--- src/rtl/tctx_pkg.sv ---
package tctx_pkg;
  localparam int PRIO_W  = 8;
  localparam int N_LVL   = 8;
  localparam int RING_B  = 16;
  localparam int N_RING  = 4;
  localparam int N_PAGE  = 4;
  localparam int OFF_W   = $clog2(RING_B);
  localparam int RING_W  = $clog2(N_RING);
  localparam int ADDR_W  = OFF_W + RING_W;
  localparam int PAGE_W  = $clog2(N_PAGE);

  localparam logic [OFF_W-1:0] OFF_PND = 'd0;
  localparam logic [OFF_W-1:0] OFF_CPR = 'd1;
  localparam logic [OFF_W-1:0] OFF_ACK = 'd2;
  localparam int               GP_BASE = 3;

  localparam logic [PRIO_W-1:0] PRIO_NONE = '1;

  localparam int RING_USER = 0;
  localparam int RING_OS   = 1;
  localparam int RING_POOL = 2;
  localparam int RING_PHYS = 3;

  // privilege pages: a page at or below PAGE_HV sees every ring
  localparam int PAGE_HV = 1;
endpackage

--- src/rtl/tctx_prio_enc.sv ---
module tctx_prio_enc #(
  parameter int N_LVL  = tctx_pkg::N_LVL,
  parameter int PRIO_W = tctx_pkg::PRIO_W
) (
  input  logic [N_LVL-1:0]  pnd_i,
  output logic [PRIO_W-1:0] best_o,
  output logic [N_LVL-1:0]  best_bit_o
);
  // bit (N_LVL-1-p) carries priority p; the highest set bit wins
  always_comb begin
    best_o     = '1;
    best_bit_o = '0;
    for (int i = 0; i < N_LVL; i++) begin
      if (pnd_i[i]) begin
        best_o     = PRIO_W'(N_LVL - 1 - i);
        best_bit_o = N_LVL'(1) << i;
      end
    end
  end
endmodule

--- src/rtl/tctx_page_gate.sv ---
module tctx_page_gate #(
  parameter int N_PAGE = tctx_pkg::N_PAGE,
  parameter int N_RING = tctx_pkg::N_RING
) (
  input  logic [$clog2(N_PAGE)-1:0] page_i,
  input  logic [$clog2(N_RING)-1:0] ring_i,
  output logic                      allow_o
);
  localparam int PAGE_W = $clog2(N_PAGE);

  // less privileged pages reach ring indices up to (N_PAGE-1-page)
  logic [PAGE_W-1:0] reach;
  assign reach   = PAGE_W'(N_PAGE - 1) - page_i;
  assign allow_o = (int'(page_i) <= tctx_pkg::PAGE_HV) || (int'(ring_i) <= int'(reach));
endmodule

--- src/rtl/tctx_ring.sv ---
module tctx_ring #(
  parameter int N_LVL  = tctx_pkg::N_LVL,
  parameter int PRIO_W = tctx_pkg::PRIO_W,
  parameter int RING_B = tctx_pkg::RING_B
) (
  input  logic                      clk_i,
  input  logic                      rst_ni,
  input  logic [N_LVL-1:0]          ntf_set_i,
  input  logic                      sel_i,
  input  logic                      we_i,
  input  logic [$clog2(RING_B)-1:0] off_i,
  input  logic [PRIO_W-1:0]         wdata_i,
  output logic [PRIO_W-1:0]         rdata_o,
  output logic                      irq_o
);
  import tctx_pkg::*;
  localparam int OW   = $clog2(RING_B);
  localparam int GP_N = RING_B - GP_BASE;

  logic [N_LVL-1:0]  pnd_q, pnd_d;
  logic [PRIO_W-1:0] cpr_q, cpr_d;
  logic [PRIO_W-1:0] gp_q [GP_N];
  logic [PRIO_W-1:0] best;
  logic [N_LVL-1:0]  best_bit;
  logic              ack, wr_pnd, wr_cpr, wr_gp;
  logic [OW-1:0]     gp_idx;

  tctx_prio_enc #(.N_LVL(N_LVL), .PRIO_W(PRIO_W)) u_enc (
    .pnd_i      (pnd_q),
    .best_o     (best),
    .best_bit_o (best_bit)
  );

  assign ack    = sel_i && !we_i && (off_i == OFF_ACK);
  assign wr_pnd = sel_i && we_i && (off_i == OFF_PND);
  assign wr_cpr = sel_i && we_i && (off_i == OFF_CPR);
  assign wr_gp  = sel_i && we_i && (int'(off_i) >= GP_BASE);
  assign gp_idx = off_i - OW'(GP_BASE);

  // a notification is merged last so it survives a same-cycle write or ack
  always_comb begin
    pnd_d = wr_pnd ? wdata_i[N_LVL-1:0] : pnd_q;
    if (ack) pnd_d = pnd_d & ~best_bit;
    pnd_d = pnd_d | ntf_set_i;
  end

  always_comb begin
    cpr_d = cpr_q;
    if (wr_cpr)   cpr_d = wdata_i;
    else if (ack) cpr_d = best;
  end

  always_ff @(posedge clk_i or negedge rst_ni) begin
    if (!rst_ni) begin
      pnd_q <= '0;
      cpr_q <= '0;
    end else begin
      pnd_q <= pnd_d;
      cpr_q <= cpr_d;
    end
  end

  generate
    for (genvar g = 0; g < GP_N; g++) begin : g_gp
      always_ff @(posedge clk_i or negedge rst_ni) begin
        if (!rst_ni)                           gp_q[g] <= '0;
        else if (wr_gp && gp_idx == OW'(g))    gp_q[g] <= wdata_i;
      end
    end
  endgenerate

  always_comb begin
    case (off_i)
      OFF_PND: rdata_o = PRIO_W'(pnd_q);
      OFF_CPR: rdata_o = cpr_q;
      OFF_ACK: rdata_o = best;
      default: rdata_o = gp_q[gp_idx];
    endcase
  end

  assign irq_o = best < cpr_q;
endmodule

--- src/rtl/thread_irq_ctx.sv ---
module thread_irq_ctx #(
  parameter int N_LVL  = tctx_pkg::N_LVL,
  parameter int PRIO_W = tctx_pkg::PRIO_W,
  parameter int RING_B = tctx_pkg::RING_B,
  parameter int N_RING = tctx_pkg::N_RING,
  parameter int N_PAGE = tctx_pkg::N_PAGE,
  localparam int OFF_W  = $clog2(RING_B),
  localparam int RING_W = $clog2(N_RING),
  localparam int ADDR_W = OFF_W + RING_W,
  localparam int PAGE_W = $clog2(N_PAGE)
) (
  input  logic              clk_i,
  input  logic              rst_ni,
  input  logic              ntf_valid_i,
  input  logic [RING_W-1:0] ntf_ring_i,
  input  logic [PRIO_W-1:0] ntf_prio_i,
  input  logic              acc_valid_i,
  input  logic              acc_we_i,
  input  logic [PAGE_W-1:0] acc_page_i,
  input  logic [ADDR_W-1:0] acc_addr_i,
  input  logic [PRIO_W-1:0] acc_wdata_i,
  output logic [PRIO_W-1:0] acc_rdata_o,
  output logic              os_irq_o,
  output logic              hv_irq_o
);
  import tctx_pkg::*;

  logic [RING_W-1:0] ring;
  logic [OFF_W-1:0]  off;
  logic              allow, ntf_ok;
  logic [N_LVL-1:0]  ntf_bit;
  logic [PRIO_W-1:0] ring_rdata [N_RING];
  logic [N_RING-1:0] ring_irq;
  logic [PRIO_W-1:0] rdata_q;

  assign ring = acc_addr_i[ADDR_W-1:OFF_W];
  assign off  = acc_addr_i[OFF_W-1:0];

  tctx_page_gate #(.N_PAGE(N_PAGE), .N_RING(N_RING)) u_gate (
    .page_i  (acc_page_i),
    .ring_i  (ring),
    .allow_o (allow)
  );

  assign ntf_ok  = ntf_valid_i && (ntf_prio_i < PRIO_W'(N_LVL));
  assign ntf_bit = ntf_ok ? (N_LVL'(1) << (N_LVL - 1 - int'(ntf_prio_i[$clog2(N_LVL)-1:0])))
                          : '0;

  generate
    for (genvar r = 0; r < N_RING; r++) begin : g_ring
      tctx_ring #(.N_LVL(N_LVL), .PRIO_W(PRIO_W), .RING_B(RING_B)) u_ring (
        .clk_i     (clk_i),
        .rst_ni    (rst_ni),
        .ntf_set_i ((ntf_ring_i == RING_W'(r)) ? ntf_bit : '0),
        .sel_i     (acc_valid_i && allow && ring == RING_W'(r)),
        .we_i      (acc_we_i),
        .off_i     (off),
        .wdata_i   (acc_wdata_i),
        .rdata_o   (ring_rdata[r]),
        .irq_o     (ring_irq[r])
      );
    end
  endgenerate

  always_ff @(posedge clk_i or negedge rst_ni) begin
    if (!rst_ni)                                  rdata_q <= '0;
    else if (acc_valid_i && !acc_we_i && allow)   rdata_q <= ring_rdata[ring];
    else                                          rdata_q <= '0;
  end

  assign acc_rdata_o = rdata_q;
  assign os_irq_o    = ring_irq[RING_OS];
  assign hv_irq_o    = ring_irq[RING_POOL] | ring_irq[RING_PHYS];
endmodule

--- config.mk ---
export PLATFORM = sky130hd
export DESIGN_NAME = thread_irq_ctx
export DESIGN_NICKNAME = d
export VERILOG_FILES = /design/src/rtl/tctx_pkg.sv /design/src/rtl/tctx_prio_enc.sv /design/src/rtl/tctx_page_gate.sv /design/src/rtl/tctx_ring.sv /design/src/rtl/thread_irq_ctx.sv
export SDC_FILE = /design/constraint.sdc
export NUM_CORES = 1
export LEC_CHECK = 0
export BUFFER_PORTS_ARGS = -buffer_cell sky130_fd_sc_hd__clkbuf_2
export CORE_MARGIN = 2
export CORE_UTILIZATION = 63
export DETAILED_ROUTE_END_ITERATION = 16
export PLACE_DENSITY = 0.8
export SYNTH_ARGS = -nofsm -noshare
export SYNTH_HDL_FRONTEND = slang
export SYNTH_SLANG_ARGS = --single-unit
--- constraint.sdc ---
create_clock -name clk_i -period 2.8 [get_ports clk_i]
set_input_delay 0.14 -clock clk_i [delete_from_list [all_inputs] [get_ports clk_i]]
set_output_delay 0.14 -clock clk_i [all_outputs]
set_load 0.005 [all_outputs]
==> results of run 1 <==
## kinds of logic (layout without fill, tap and decap cells)
kind of cell    Yosys count  in the layout  synth area share
compound gates          289            289            0.0820
xor+xnor                  3              3           0.00107
fa+ha+maj                27             27            0.0137
buf+inv                 161            294            0.0285
flops                   488            488             0.496
mux                     532            532             0.296
simple gates            314            314            0.0829
## state kept, by name (all words and copies together), names as in the netlist
name                 count
g_ring.u_ring.pnd_q     32
acc_rdata_o              8
g_ring.u_ring.gp_q     416
g_ring.u_ring.cpr_q     32
## stage by stage
stage | hold WS, ns | setup TNS (ns) | util | setup slack [ns]
finish | 0.0634 | -0.150 | 0.724 | -0.150
floorplan | -0.156 | 0 | - | 0.337
CTS | 0.0309 | -0.111 | 0.721 | -0.111
global route | 0.0643 | -0.212 | 0.724 | -0.212
detailed placement | 0.185 | 0 | 0.674 | 0.0535
global placement | 0.184 | 0 | 0.674 | 0.105
## power by group
part           switching [mW]  internal, mW
clock                    2.83          3.93
combinational            1.73          1.53
sequential              0.432          7.69
total                    4.99          13.1
## worst min-delay path, cell delays in order
cell	delay, ns
clkbuf_2	0.12
nor2_1	0.06
nand2_1	0.19
o22ai_1	0.11
## what timing repair did
item                                    4_1_cts  5_1_grt
buffers inserted                              4        9
endpoints found under the setup margin        2        2
pin swaps                                    11        7
cloned                                        0        0
hold endpoints to repair                     77        0
hold buffers                                  4        0
gates resized for setup                      21       13
## synthesized netlist by cell type (4+ instances only)
cell / number / area share
dfrtp_1: 488 / 0.50
mux2_2: 209 / 0.096
mux2_1: 144 / 0.066
mux4_2: 96 / 0.088
clkbuf_1: 85 / 0.013
nand2_1: 67 / 0.010
mux2_4: 64 / 0.039
nor2_1: 61 / 0.0093
o22ai_1: 50 / 0.013
o21ai_0: 44 / 0.0089
a21oi_1: 40 / 0.0081
nor2_4: 35 / 0.016
inv_1: 34 / 0.0052
a221oi_1: 30 / 0.011
ha_1: 27 / 0.014
a221o_1: 26 / 0.011
nand3_1: 21 / 0.0043
mux2i_1: 19 / 0.0077
nor3_1: 19 / 0.0039
a22oi_1: 17 / 0.0052
buf_2: 17 / 0.0035
buf_4: 14 / 0.0043
a31oi_1: 13 / 0.0033
nand2b_1: 10 / 0.0025
nor2_8: 10 / 0.0081
a21o_1: 9 / 0.0027
buf_1: 9 / 0.0014
nand2_2: 9 / 0.0023
o21ai_1: 9 / 0.0018
o221ai_1: 9 / 0.0032
nor2b_1: 8 / 0.0020
nor4_1: 8 / 0.0020
nor2_2: 7 / 0.0018
o32ai_1: 7 / 0.0025
and3_1: 6 / 0.0015
nand3b_1: 6 / 0.0018
and2_1: 5 / 0.0013
or2_2: 5 / 0.0013
a211oi_1: 4 / 0.0012
a222oi_1: 4 / 0.0016
and4_1: 4 / 0.0014
and4b_1: 4 / 0.0016
nor3b_1: 4 / 0.0012
o31ai_1: 4 / 0.0012
## metal layers
metal	vias to the layer above	wire length, µm
li1	7025	-
met1	8731	27500
met2	864	32300
met3	207	5800
met4	0	2810
met5	-	0
## layout by cell type (no fill, tap or decap), types with 8 or more instances in the layout
cell / instances
dfrtp_1: 482
mux2_2: 209
mux2_1: 144
buf_4: 104
mux4_2: 96
nand2_1: 67
mux2_4: 64
nor2_1: 59
o22ai_1: 50
clkbuf_16: 50
o21ai_0: 41
a21oi_1: 38
clkbuf_2: 37
nor2_4: 35
inv_1: 34
a221oi_1: 30
a221o_1: 26
nand3_1: 21
ha_1: 20
buf_12: 20
mux2i_1: 19
nor3_1: 19
a22oi_1: 17
clkbuf_1: 17
a31oi_1: 13
o21ai_1: 12
nand2b_1: 10
nor2_8: 10
nand2_2: 9
nor2_2: 9
a21o_1: 9
o221ai_1: 9
clkbuf_8: 9
nor2b_1: 8
## final cells by class
| cell class | instances | area [µm²] | area share |
|---|---|---|---|
| repair buffers | 169 | 1450 | 0.0519 |
| inverters | 34 | 128 | 0.00456 |
| well taps | 518 | 648 | 0.0232 |
| clock buffers | 76 | 1440 | 0.0514 |
| flip-flops and latches | 488 | 12200 | 0.437 |
| multi-input cells | 1165 | 11900 | 0.424 |
| clock inverters | 15 | 225 | 0.00805 |
## path summary, 6_finish.rpt
check	end	slack, ns	depth (start not counted)	startpoint
max	hv_irq_o	-0.15	9	g_ring[2].u_ring.pnd_q[5]$_DFF_PN0_
min	g_ring[3].u_ring.pnd_q[7]$_DFF_PN0_	0.06	4	ntf_prio_i[0]
max reg2reg	acc_rdata_o[4]$_DFF_PN0_	0.52	8	g_ring[2].u_ring.pnd_q[5]$_DFF_PN0_
min reg2reg	g_ring[2].u_ring.gp_q[77]$_DFFE_PN0P_	0.48	1	g_ring[2].u_ring.gp_q[77]$_DFFE_PN0P_
max in group asynchronous	g_ring[1].u_ring.gp_q[71]$_DFFE_PN0P_	1.71	3	rst_ni
min in group asynchronous	g_ring[3].u_ring.gp_q[35]$_DFFE_PN0P_	0.14	2	rst_ni
==> results.yml, run 1 <==
sta:
  slew_headroom: 0.159
  period_share: 1.05
  setup_viol: 1
  slew_violations: 0
  finalHoldViolCount: 0
  setup_ws_ns: -0.150
  clock_skew_ns: 0.0192
  rsz0062_at_grt: "true"
  max_freq_ghz: 0.339
  tightest_slew_ns: 1.26
  post-route-min-period_ns: 2.95
synth:
  yosysSeqAreaShare: 0.496
  yosysUniqueCellTypes: 77
  netlist_instances: 1814
  synthArstFlopShare: 1.00
  synth_enable_flop_cells: 0
  syn-num-nets: 1872
  synth_area_um2: 24600
  synth_area_per_cell_um2: 13.6
  synth-seq-cells: 488
  synth_top_flop_cell: "dfrtp_1"
  synth_warnings: 0
final_layout:
  fin_nets: 1966
  fillers: 2458
  layout-drive-gt1-share: 0.366
  antenna_cells: 0
  fin_area_um2: 28000
  finalNonFillerCells: 2465
  syn_to_final_growth_pct: 13.6
global_route:
  use_met1: 0.484
  top_usage_layer: "met2"
  grt-ovfl-total: 0
  antenna_found_initial: 0
  grt_use_met2: 0.544
  grt_max_degree: 85
  first_global_vias: 17500
  grt_use_met3: 0.0680
  grt_pass1_wl_mm: 107
  grt_use_total: 0.347
setup_path:
  path_class: "flip-flop to primary output"
  cp_slowest_stage_delay_ns: 0.41
  cp.arrival_ns: 2.81
  crit_path_cell_trace: "nor4_4 -> and3_4 -> ha_4 -> a21o_1 -> a21o_1 -> a211oi_2 -> o31ai_2 -> o21ai_1 -> buf_2"
  critPathSlowestCell: "dfrtp_1"
  cp-start-kind: "flip-flop"
  endpoint_kind: "primary output"
  cp_top_family: "compound AO/OA/AOI/OAI gates"
  crit_buf_inv: 1
  cp_max_fo: 2
  cp.required_ns: 2.66
  cpMostUsedCell: "a21o_1"
floorplan:
  coreArea_um2: 38600
  fp.dieArea_um2: 40700
  pin_count: 41
  die_width_um: 202
  initial_utilization: 0.637
  fp-row-count: 72
  dieHeight_um: 202
routing:
  avgRoutedWirePerCell_um: 27.8
  ant_nets: 0
  drt-pass1-iter-count: 7
  drt_iter0_markers: 1558
  post-route-drc-count: 0
  drt_wl_total_mm: 68.4
  routed_via_density: 6.83
  num_vias: 16800
clocking:
  cts_tree: "yes"
  clk_pin_slew_ns: 0.06
  clockRootBuffer: "clkbuf_16"
  insertion_delay_ns: 0.62
  clk_path_buf_depth: 3
  cts-htree-levels: 2
  clock-sinks: 488
  cts-buffers-inserted: 50
place:
  port_buffers: 40
  placed_cells: 2357
  hpwl_mm: 45.9
  placed_cell_area_um2: 26000
  routabilityCongestion: 0.973
flow_run:
  maxCapViolCount: 0
power_and_ir_drop:
  p_leak_nw: 13.2
  fin_total_pwr_mw: 18.1
  max-vdd-ir-drop_v: 0.000499
  p_per_area_nw_per_um2: 648
hold_path:
  hp-class: "input pin to flip-flop"
status:
  violations: "setup timing"
  status: "finished with violations"
Note: power is estimated with default switching activity, not from simulation.
==> inputs of run 2 (changes only) <==
--- a/config.mk
+++ b/config.mk
@@ -5,11 +5,12 @@
 export SDC_FILE = /design/constraint.sdc
 export NUM_CORES = 1
 export LEC_CHECK = 0
+export ABC_AREA = 1
 export BUFFER_PORTS_ARGS = -buffer_cell sky130_fd_sc_hd__clkbuf_2
 export CORE_MARGIN = 2
-export CORE_UTILIZATION = 63
+export CORE_UTILIZATION = 55
 export DETAILED_ROUTE_END_ITERATION = 16
-export PLACE_DENSITY = 0.8
+export PLACE_DENSITY = 0.71
 export SYNTH_ARGS = -nofsm -noshare
 export SYNTH_HDL_FRONTEND = slang
 export SYNTH_SLANG_ARGS = --single-unit
==> run 2 against run 1 <==
The flow now finishes without violations. Sequential power shrank 2%. Utilization fell by 11 points. Sequential share of layout area up 0.37 points. Global-route usage fell by 1.8 points. Synthesized area increased by 2.1%. Critical path type unchanged. Critical endpoint unchanged.
==> results.yml, run 2 <==
status:
  status: "completed"
synth:
  synth_enable_flop_cells: 0
  synth.largest_area_cell: "dfrtp_1"
  synth_area_per_cell_um2: 7.90
  synth_top_area_frac: 0.486
  yosysUniqueCellTypes: 42
  yosysSeqAreaShare: 0.486
  synthTopCellsByArea: "dfrtp_1, nand2_1, o21ai_1"
  syn-num-nets: 3241
  netlist_instances: 3183
  synthArstFlopShare: 1.00
  synth_top_flop_cell: "dfrtp_1"
  synth_warnings: 0
  synth-seq-cells: 488
  synth_area_um2: 25100
  yosysMostFrequentCell: "nand2_1"
  synthTopCellsByCount: "nand2_1, dfrtp_1, o21ai_1"
floorplan:
  fp-row-count: 78
  fp.dieArea_um2: 47400
  dieHeight_um: 218
  initial_utilization: 0.555
  pin_count: 41
  die_width_um: 218
  coreArea_um2: 45300
global_route:
  grt_max_degree: 142
  first_global_vias: 21100
  grt-ovfl-total: 0
  grt_use_total: 0.329
  antenna_found_initial: 0
  grt_pass1_wl_mm: 122
sta:
  slew_violations: 0
  clock_skew_ns: 0.0173
  slew_headroom: 0.416
  setup_ws_ns: 0.118
  max_freq_ghz: 0.373
  finalSetupTns_ns: 0
  period_share: 0.958
  finalHoldViolCount: 0
  post-route-min-period_ns: 2.68
  tightest_slew_ns: 0.876
  rsz0062_at_grt: "false"
  setup_viol: 0
setup_path:
  cp_max_fo: 3
  path_class: "flip-flop to primary output"
  reg2regPathDepth: 9
  r2r_end: "acc_rdata_o[6]$_DFF_PN0_"
  cp-start-kind: "flip-flop"
  regToRegSetupSlack_ns: 0.87
  endpoint_kind: "primary output"
  rr_startpoint: "g_ring[0].u_ring.pnd_q[7]$_DFF_PN0_"
  cp_slowest_stage_delay_ns: 0.44
  cp.required_ns: 2.66
  crit_path_cell_trace: "nor2_1 -> buf_4 -> a21boi_2 -> ha_1 -> a21oi_1 -> o21ai_0 -> nand2_1 -> nand2_1 -> nand2_1 -> clkbuf_2"
  cpMostUsedCell: "nand2_1"
  cp.arrival_ns: 2.54
  crit_start: "g_ring[2].u_ring.pnd_q[7]$_DFF_PN0_"
  critPathCapture: "hv_irq_o"
  critPathSlowestCell: "dfrtp_1"
final_layout:
  syn_to_final_growth_pct: 10.3
  largest_register_ffs: 416
  layout-drive-gt1-share: 0.108
  antenna_cells: 0
  multi_input_area_um2: 11300
  fillers: 4050
  layout_commonest_cell: "nand2_1"
  fin_nets: 3228
  largest_register: "g_ring.u_ring.gp_q"
  layout_common_cells: "nand2_1, dfrtp_1, o21ai_1"
  top_regs: "g_ring.u_ring.gp_q (416), g_ring.u_ring.cpr_q (32), g_ring.u_ring.pnd_q (32)"
  regArea_um2: 12200
clocking:
  cts_tree: "yes"
  clockRootBuffer: "clkbuf_16"
  clk_path_buf_depth: 3
  insertion_delay_ns: 0.61
  cts-htree-levels: 2
  cts-buffers-inserted: 52
  clk_pin_slew_ns: 0.06
  clock-sinks: 488
routing:
  ant_nets: 0
  drt_iter0_markers: 2478
  top_layer_used: "met4"
  routed_via_density: 5.86
  post-route-drc-count: 0
  wl_met3_mm: 6.49
  route.met2.wl_mm: 34.6
  drt-pass1-iter-count: 8
  drt-met1-wl_mm: 32.2
  avgRoutedWirePerCell_um: 20.1
  num_vias: 22300
  drt_wl_total_mm: 76.7
place:
  dpl_worst_slack_ns: 0.272
  port_buffers: 40
  hpwl_mm: 49.1
  routabilityCongestion: 0.925
hold_path:
  hp-class: "input pin to flip-flop"
power_and_ir_drop:
  p_leak_nw: 13.5
  p_per_area_nw_per_um2: 628
  max-vdd-ir-drop_v: 0.000593
flow_run:
  maxCapViolCount: 0
[run 2: cell count changes in the layout (fill, tap and decap cells not counted), moves of 96 or more]
cell     delta
nand3_1   +240
mux2_1    -144
o21ai_0   +119
mux2_2    -209
o21ai_1   +352
mux4_2     -96
nand2_1  +1037
[run 2: kinds of logic (layout without fill, tap and decap cells)]
kind of cell / count (synthesis) / after routing / synth area share
AND/OR/NAND/NOR: 1622 / 1622 / 0.282
flip-flops: 488 / 488 / 0.486
adder cells (fa/ha/maj): 27 / 27 / 0.0134
buffers and inverters: 346 / 372 / 0.0703
AO/OA/AOI/OAI: 700 / 700 / 0.148
[run 2: metal layers]
metal | vias to the layer above | global-route usage
met5 | - | 0
met2 | 969 | 0.503
met3 | 202 | 0.0583
met4 | 0 | 0.145
li1 | 10400 | -
met1 | 10800 | 0.462
[run 2: worst max-delay path: cells and delay by family (launching register included)]
family	cells	cell delay (ns)
compound gates	3	0.47
flops	1	0.44
buf+inv	2	0.28
fa+ha+maj	1	0.27
simple gates	4	0.48
[run 2: report_power, final]
part	leakage [nW]	switching, mW	total [mW]	internal [mW]
combinational	6.12	1.76	2.59	0.834
clock	0.823	2.89	6.87	3.98
sequential	6.52	0.332	7.97	7.64
total	13.5	4.98	17.4	12.5
[run 2: worst min path at each step]
stage	start	to	slack [ns]	depth (start not counted)
global route	ntf_prio_i[2]	g_ring[3].u_ring.pnd_q[7]$_DFF_PN0_	0.06	5
floorplan	rst_ni	acc_rdata_o[0]$_DFF_PN0_	-0.16	0
detailed placement	rst_ni	g_ring[1].u_ring.gp_q[48]$_DFFE_PN0P_	0.16	1
finish	acc_addr_i[4]	acc_rdata_o[7]$_DFF_PN0_	0.04	5
CTS	ntf_prio_i[2]	g_ring[3].u_ring.pnd_q[7]$_DFF_PN0_	0.004	5
global placement	rst_ni	g_ring[1].u_ring.gp_q[48]$_DFFE_PN0P_	0.17	1
[run 2: final cells by class]
| cell class | instances | area share |
|---|---|---|
| sequential | 488 | 0.440 |
| tap | 600 | 0.0271 |
| clock inverter | 13 | 0.00496 |
| clock buffer | 80 | 0.0558 |
| timing repair buffer | 131 | 0.0439 |
| multi-input combinational | 2349 | 0.408 |
| inverter | 148 | 0.0203 |
[run 2: what timing repair did]
item / CTS / global route
pin swaps: 5 / 4
setup endpoints to repair: 2 / 2
gates resized for setup: 14 / 19
hold buffers: 17 / 0
hold endpoints to repair: 84 / 0
buffers inserted: 3 / 6
cloned: 0 / 0
[run 2: stage by stage]
stage / util / area [µm²] / power, mW / hold slack [ns] / cells
finish: 0.613 / 27700 / 17.4 / 0.0400 / 3809
global route: 0.613 / 27700 / 18.2 / 0.0557 / 3809
CTS: 0.609 / 27600 / 17.5 / 0.00425 / 3803
detailed placement: 0.567 / 25700 / 10.6 / 0.161 / 3690
global placement: 0.567 / 25700 / 10.5 / 0.166 / 3690
floorplan: - / 25100 / 9.61 / -0.156 / 3183
